$ cat config.mk
export PLATFORM = sky130hd
export DESIGN_NAME = cdt_timer
export DESIGN_NICKNAME = d
export VERILOG_FILES = /design/src/rtl/cdt_pkg.sv /design/src/rtl/cdt_src_mux.sv /design/src/rtl/cdt_counter.sv /design/src/rtl/cdt_flags.sv /design/src/rtl/cdt_timer.sv
export SDC_FILE = /design/constraint.sdc
export NUM_CORES = 1
export LEC_CHECK = 0
export BUFFER_PORTS_ARGS = -buffer_cell sky130_fd_sc_hd__buf_2
export CAP_MARGIN = 20
export CORE_AREA = 2 2 62 64
export CTS_CLUSTER_SIZE = 12
export DETAILED_ROUTE_END_ITERATION = 8
export DIE_AREA = 0 0 64 66
export GPL_TIMING_DRIVEN = 0
export HOLD_SLACK_MARGIN = 0.1
export RECOVER_POWER = 25
export SETUP_SLACK_MARGIN = 0.05
export SLEW_MARGIN = 20
export SYNTH_ARGS = -nofsm -noshare
export SYNTH_HDL_FRONTEND = slang
export SYNTH_SLANG_ARGS = --single-unit
$ cat constraint.sdc
create_clock -name clk -period 2.4 [get_ports clk]
set_input_delay 0.12 -clock clk [delete_from_list [all_inputs] [get_ports clk]]
set_output_delay 0.12 -clock clk [all_outputs]
set_load 0.02 [all_outputs]
$ cat src/rtl/cdt_pkg.sv
`timescale 1ns/1ps
package cdt_pkg;
  localparam int unsigned ADDR_W = 4;
  localparam int unsigned REG_W  = 8;

  localparam logic [ADDR_W-1:0] A_STAT = 4'h1;
  localparam logic [ADDR_W-1:0] A_CTRL = 4'hE;
  localparam logic [ADDR_W-1:0] A_CNT  = 4'hF;

  localparam int unsigned B_TIE = 0;
  localparam int unsigned B_TF  = 2;
  localparam int unsigned B_AF  = 3;
  localparam int unsigned B_EN  = 7;

  typedef struct packed {
    logic tie;
    logic tf;
    logic af;
  } flags_t;
endpackage

$ cat src/rtl/cdt_src_mux.sv
`timescale 1ns/1ps
module cdt_src_mux #(
  parameter int unsigned N_SRC = 4,
  localparam int unsigned SEL_W = $clog2(N_SRC)
) (
  input  logic [N_SRC-1:0] src_tick,
  input  logic [SEL_W-1:0] sel,
  input  logic             en,
  output logic             tick
);
  logic [N_SRC-1:0] hit;
  for (genvar i = 0; i < N_SRC; i++) begin : g_dec
    assign hit[i] = src_tick[i] && (sel == SEL_W'(i));
  end
  assign tick = en && (|hit);
endmodule

$ cat src/rtl/cdt_counter.sv
`timescale 1ns/1ps
module cdt_counter #(
  parameter int unsigned W = 8
) (
  input  logic         clk,
  input  logic         rst_n,
  input  logic         tick,
  input  logic         load,
  input  logic [W-1:0] load_val,
  output logic [W-1:0] cnt,
  output logic [W-1:0] reload,
  output logic         wrap
);
  localparam logic [W-1:0] ONE = W'(1);

  assign wrap = tick && !load && (cnt == ONE);

  always_ff @(posedge clk) begin
    if (!rst_n) begin
      cnt    <= '0;
      reload <= '0;
    end else if (load) begin
      cnt    <= load_val;
      reload <= load_val;
    end else if (tick && cnt != '0) begin
      cnt <= (cnt == ONE) ? reload : cnt - ONE;
    end
  end
endmodule

$ cat src/rtl/cdt_flags.sv
`timescale 1ns/1ps
module cdt_flags
  import cdt_pkg::*;
(
  input  logic             clk,
  input  logic             rst_n,
  input  logic             tf_set,
  input  logic             af_set,
  input  logic             wr,
  input  logic [REG_W-1:0] wdata,
  output flags_t           flags
);
  flags_t nxt;

  always_comb begin
    nxt = flags;
    if (wr) begin
      nxt.tie = wdata[B_TIE];
      nxt.tf  = flags.tf && wdata[B_TF];
      nxt.af  = flags.af && wdata[B_AF];
    end
    if (tf_set) nxt.tf = 1'b1;
    if (af_set) nxt.af = 1'b1;
  end

  always_ff @(posedge clk) begin
    if (!rst_n) flags <= '0;
    else        flags <= nxt;
  end
endmodule

$ cat src/rtl/cdt_timer.sv
`timescale 1ns/1ps
module cdt_timer
  import cdt_pkg::*;
#(
  parameter int unsigned CNT_W = 8,
  parameter int unsigned N_SRC = 4,
  localparam int unsigned SEL_W = $clog2(N_SRC)
) (
  input  logic              clk,
  input  logic              rst_n,
  input  logic [N_SRC-1:0]  src_tick,
  input  logic              alarm_evt,
  input  logic              wr_en,
  input  logic [ADDR_W-1:0] wr_addr,
  input  logic [REG_W-1:0]  wr_data,
  input  logic [ADDR_W-1:0] rd_addr,
  output logic [REG_W-1:0]  rd_data,
  output logic              irq
);
  logic             en_q;
  logic [SEL_W-1:0] sel_q;
  logic             sel_tick;
  logic             cnt_wr, stat_wr, wrap;
  logic [CNT_W-1:0] cnt, reload;
  flags_t           flags;

  assign cnt_wr  = wr_en && (wr_addr == A_CNT);
  assign stat_wr = wr_en && (wr_addr == A_STAT);

  always_ff @(posedge clk) begin
    if (!rst_n) begin
      en_q  <= 1'b0;
      sel_q <= '0;
    end else if (wr_en && wr_addr == A_CTRL) begin
      en_q  <= wr_data[B_EN];
      sel_q <= wr_data[SEL_W-1:0];
    end
  end

  cdt_src_mux #(.N_SRC(N_SRC)) u_mux (
    .src_tick(src_tick), .sel(sel_q), .en(en_q), .tick(sel_tick)
  );

  cdt_counter #(.W(CNT_W)) u_cnt (
    .clk(clk), .rst_n(rst_n), .tick(sel_tick), .load(cnt_wr),
    .load_val(wr_data[CNT_W-1:0]), .cnt(cnt), .reload(reload), .wrap(wrap)
  );

  cdt_flags u_flags (
    .clk(clk), .rst_n(rst_n), .tf_set(wrap), .af_set(alarm_evt),
    .wr(stat_wr), .wdata(wr_data), .flags(flags)
  );

  always_comb begin
    rd_data = '0;
    unique case (rd_addr)
      A_STAT: begin
        rd_data[B_TIE] = flags.tie;
        rd_data[B_TF]  = flags.tf;
        rd_data[B_AF]  = flags.af;
      end
      A_CTRL: begin
        rd_data[B_EN]        = en_q;
        rd_data[SEL_W-1:0]   = sel_q;
      end
      A_CNT:   rd_data[CNT_W-1:0] = cnt;
      default: rd_data = '0;
    endcase
  end

  assign irq = flags.tf && flags.tie;
endmodule

* Word level (Yosys, flattened, before mapping)
Cells that the tools add are included.
** Word-level totals
- Flip-flop bits (word level) :: 22
- Latch bits :: 0
- Memory bits (writable) :: 0
- Bits in read-only memories :: 0
- Bits of input ports :: 24
- Logic and storage cells :: 50
- Memories :: 0
** Cells by class
- $add $sub $neg :: 1
- Multiply operators :: 0
- Divide/modulo/power cells :: 0
- Order comparisons :: 0
- Eq/ne operators :: 10
- Shift operators :: 0
- Mux-type cells :: 11
- Bitwise logic cells :: 0
- Reduce and logical (&&, ||, !) cells :: 21
** Operator list (count)
- 2-to-1 mux 8 bit :: 3
- equality test 4 bit, second input constant :: 4
- logical AND 1 bit :: 14
- equality test 4 x 1 -> 1 bit, second input constant :: 2
- equality test 8 x 1 -> 1 bit, second input constant :: 1
- nonzero test 8 bit :: 1
- subtractor 8 x 1 -> 8 bit, second input constant :: 1
- nonzero test 2 bit :: 3
- equality test 2 bit, second input constant :: 2
- case mux 1 bit (2 select lines) :: 2
- case mux 2 bit (2 select lines) :: 1
- OR reduction 4 bit :: 1
- 2-to-1 mux 3 bit :: 1
- case mux 1 bit (3 select lines) :: 1
- equality test 2 x 1 -> 1 bit, second input constant :: 1
- logical NOT 2 bit :: 1
- 2-to-1 mux 1 bit :: 2
- 2-to-1 mux 2 bit :: 1
- logical NOT 1 bit :: 1

* Logic depth before layout (Yosys ltp)
- Depth after elaboration :: 7
- Depth in mapped cells :: 7
- Depth with buffers taken out :: 7

* Hierarchy
From an unflattened synthesis, not the netlist that was laid out.
** Unflattened totals
- Cells, all modules :: 170
- Area total of the unflattened synthesis :: 1421.4 um2
** By module, submodules not included
- cdt_counter :: times used 1, cells each 120, area each 988.4 um2
- cdt_timer :: times used 1, cells each 37, area each 285.3 um2
- cdt_flags :: times used 1, cells each 11, area each 118.9 um2
- cdt_src_mux :: times used 1, cells each 2, area each 28.8 um2

* Worst setup path before layout
OpenSTA, ideal clock, no wires.
- Path kind :: flip-flop to flip-flop
- Start point :: register u_cnt.cnt[1]
- End point :: register u_cnt.cnt[0]
- Setup time :: 0.132 ns
- Arrival :: 1.592 ns
- Data required time :: 2.268 ns
- Setup slack :: 0.676 ns
- Stages on the path, launching flop included :: 8
- Period minus slack after synthesis :: 1.724 ns
- Path through :: dfxtp_1 > inv_1 > ha_1 > nor3b_2 > nand2_2 > mux2_2 > mux2i_1 > o31ai_1
** Between the ends
- Word-level cells in the longest chain between the ends :: 4
- Elaborated cells on any way between the ends :: 7
- Those cells by class :: eq/ne (1); mux (3); reduce/logical (3)
** Ends and longest elaborated chain
- start, declared :: line cdt_counter.sv:10 : output logic [W-1:0] cnt,
- start signal, assigned :: line cdt_counter.sv:23 : cnt <= load_val;
- start signal, assigned :: line cdt_counter.sv:26 : cnt <= (cnt == ONE) ? reload : cnt - ONE;
- equality test 8 x 1 -> 1 bit :: line cdt_counter.sv:26
- 2-to-1 mux 8 bit :: line cdt_counter.sv:26
- 2-to-1 mux 8 bit :: line cdt_counter.sv:25 : end else if (tick && cnt != '0) begin
- 2-to-1 mux 8 bit :: line cdt_counter.sv:22 : end else if (load) begin
Parallel ways exist; a longest one is shown, timed or not. The select of a mux whose other input is x is not followed.
A chain may end at the register's enable or synchronous reset.

* Worst setup path in the final report
Ends and elaborated chain as after synthesis.

==> run summary <==
TritonCTS built the clock tree. The signed area change from the synthesized netlist to the final layout came out at 26.7%. The first TritonRoute pass finished after 4 iterations. The final wirelength came out at ~3.7 mm.

The number of synthesized register bits came out at 22. The maximum fanout count along the critical path came out at 6. The count of nets left with antenna violations once routing finished came out at 0. In the routed design, unresolved DRC markers number 0. The final sum of negative setup slack came out at 0 ns. After clock tree synthesis, the clock-pin slew on the worst setup and hold paths is 0.14 ns. The pin count of the biggest net entering global routing came out at 14. The register area share after synthesis is 32.5%. The total setup buffers inserted after CTS is 0.

The launching instance or port of the critical path is u_cnt.cnt[1]$_SDFFE_PN0P_. The path type of the worst min-delay path is in2reg. A synthesized cell averages a little over 8 µm². The residual overflow from global routing came out at 0.

In the routed layout, each cell is associated on average with a via count of 5.35. The minimum period implied by the final worst setup slack came out at 2.01 ns. The top-level I/O count is 33. The net count after synthesis is 194. The initial cell density of the core came out at 38.1%. The count of final hold-check violations is 0. The last weighted congestion value of the routability-driven placer is ~0.9. The count of yosys warnings during synthesis is 0. The cell area after synthesis is approximately 1400 µm². Power spread over the standard cell area amounts to about 460 nW/µm². Setup violations remaining at the end of the flow were counted as 0.

Synthesis produced a netlist whose cell count is 167. The largest buffer count on any clock path is 2. The pre-CTS setup slack came out at about 0.43 ns.

The maximum clock frequency is around 500 MHz. The flow ran to the end, and the final reports show no timing, DRC or antenna violations. The initial antenna violation count is 0. The reported leakage power came out at 0.000679 µW. IR analysis of the VDD net gives a maximum drop of 0.219 mV.

The number of placement rows is 22. At the pin with the least slew margin, the transition time is a little under 0.6 ns. The via count of the first global-routing pass came out at 1305. The die height came out at ~66 µm. The number of DRC markers in iteration 0 came out at 48. Setup repair after global routing left no endpoint under its margin. The floorplan die width is 64 µm. The average wire length per cell after detail routing is 14.3 µm. Buffers placed on the I/O ports in this run total 31. The data arrival time of the critical path came out at about 2.2 ns. The root buffer selected by CTS is sky130_fd_sc_hd__clkbuf_4. The final antenna diode count is 0.

The insertion delay of the later-clocked pin in the worst-skew pair is 0.32 ns. The number of buffers inserted during clock tree synthesis came out at 3. Headroom to the max-slew limit came out at 60.4%.

The total number of H-tree levels is 1. The number of max-slew violations in the final report is 0. The die outline area came out at 4220 µm². The critical path is of the reg2reg type. The sink count of the clock tree came out at 22. The global-route wire length before repair came out at 6.15 mm.

The final period utilization is a little over four fifths. The completed layout was analyzed and its total power is around 780 µW. Max-cap violations in this run came to 0. The post-route netlist has 21.7% of its cells at a drive strength greater than 1. STA classifies the critical path startpoint as a flop. Between clock sinks in the finished design, the worst skew comes to 0.0112 ns. For the worst setup path, the data required time is between 2 and 3 ns. The via count is 1390. The worst setup path is captured at a flop. The startpoint identified for the worst register-to-register timing path is u_cnt.cnt[1]$_SDFFE_PN0P_. In this run, distinct cell masters in the synthesized netlist total 46.

In the post-route analysis, the smallest setup slack over all paths is 0.389 ns. The worst hold path begins at wr_addr[0]. The final layout net count came out at 240. After floorplanning, the core was sized to cover 3550 µm². The half-perimeter wire length after detailed placement came out at 2.79 mm.

The total global-route track usage came out at 18.9%.
layer usage:
metal / wire length [µm] / up-vias / GRT usage (%)
li1: - / 692 / -
met4: 139 / 0 / 11.1
met1: 1660 / 648 / 24.3
met2: 1730 / 39 / 30.5
met5: 0 / - / 0
met3: 188 / 11 / 2.04
flip-flops by register name (all words and copies together) (netlist names):
name / flops
u_flags.flags: 3
u_cnt.reload: 8
en_q: 1
sel_q: 2
u_cnt.cnt: 8
critical path: stages, from the launching register on:
cell	delay (ns)
sky130_fd_sc_hd__dfxtp_1	0.38
sky130_fd_sc_hd__inv_1	0.15
sky130_fd_sc_hd__ha_1	0.28
sky130_fd_sc_hd__nor3b_2	0.39
sky130_fd_sc_hd__nand2_2	0.18
sky130_fd_sc_hd__mux2_2	0.31
sky130_fd_sc_hd__mux2i_1	0.13
sky130_fd_sc_hd__o31ai_1	0.08
kinds of logic (layout without fill, tap and decap cells):
group           after synthesis  count (layout)  share of synthesized area [%]
mux                          13              13                           9.80
flops                        22              22                           32.5
fa+ha+maj                     3               3                           2.77
buf+inv                      12              57                           3.42
simple gates                 71              71                           28.2
compound gates               46              46                           23.3
timing repair:
action	CTS	global route
resized for setup	0	0
endpoints found under the hold margin	14	0
hold buffers	10	0
cell type report:
cell class / instances / area (µm²)
clock inverter: 1 / 30.0
sequential: 22 / 440
tap: 48 / 60.1
inverter: 5 / 18.8
timing repair buffer: 41 / 249
multi-input combinational: 133 / 867
fill: 360 / 1840
buffer: 7 / 27.5
clock buffer: 3 / 22.5
cell usage in the layout, fill, tap and decap left out, drive strengths merged, types with 2 or more instances in the layout:
cell / Yosys / layout
a21oi: 18 / 18
a221oi: 2 / 2
a22oi: 2 / 2
a31oi: 4 / 4
and2: 2 / 2
and3: 5 / 5
buf: 2 / 28
clkbuf: 5 / 13
dfxtp: 22 / 22
dlygate4sd3: 0 / 10
ha: 3 / 3
inv: 5 / 5
mux2: 2 / 2
mux2i: 11 / 11
nand2: 27 / 27
nand3: 5 / 5
nor2: 15 / 15
nor2b: 2 / 2
nor3: 3 / 3
nor3b: 2 / 2
o21ai: 10 / 10
report_power, final:
group          leakage [µW]  switching, µW  internal (µW)
logic              0.000473           58.5           53.6
clock network     0.0000279            122            169
registers          0.000178           7.36            372
total              0.000679            188            594
synthesized netlist by cell type (all sizes together):
library cell / instances / area [µm²]
or3: 1 / 6.26
nor2b: 2 / 12.5
a21oi: 18 / 101
inv: 5 / 18.8
a21o: 1 / 7.51
o21bai: 1 / 7.51
nand4b: 1 / 15.0
nor3: 3 / 20.0
a31oi: 4 / 25.0
o311a: 1 / 11.3
and2b: 1 / 8.76
and3: 5 / 31.3
a22o: 1 / 8.76
nand2b: 1 / 6.26
nor4b: 1 / 8.76
clkbuf: 5 / 18.8
and2: 2 / 12.5
or4: 1 / 7.51
mux2: 2 / 22.5
nand2: 27 / 106
nand3: 5 / 25.0
dfxtp: 22 / 440
o31ai: 1 / 7.51
buf: 2 / 8.75
a221oi: 2 / 23.8
a22oi: 2 / 15.0
nor3b: 2 / 20.0
o211ai: 1 / 7.51
nor2: 15 / 56.3
o22ai: 1 / 20.0
a211o: 1 / 8.76
nor4: 1 / 21.3
o21ai: 10 / 50.1
nand4: 1 / 6.26
nand4bb: 1 / 11.3
ha: 3 / 37.5
o221a: 1 / 11.3
mux2i: 11 / 110
or2: 1 / 6.26
a32o: 1 / 10.0
metrics by stage:
stage / std cells / util [%] / cell area (µm²) / hold slack, ns
CTS: 260 / 48.5 / 1720 / 0.197
global route: 260 / 48.3 / 1720 / 0.202
finish: 260 / 48.3 / 1720 / 0.201
global placement: 246 / 44.2 / 1570 / 0.353
detailed placement: 246 / 44.2 / 1570 / 0.364
floorplan: 167 / - / 1350 / 0.249
final timing paths:
kind,end,slack [ns],cells past startpoint
setup / recovery,u_cnt.cnt[0]$_SDFFE_PN0P_,0.39,7
hold / removal,en_q$_SDFFE_PN0P_,0.20,4
setup reg to reg,u_cnt.cnt[0]$_SDFFE_PN0P_,0.39,7
hold reg to reg,u_cnt.reload[3]$_SDFFE_PN0P_,0.47,2
No activity file was read; power rests on OpenSTA's default activity.
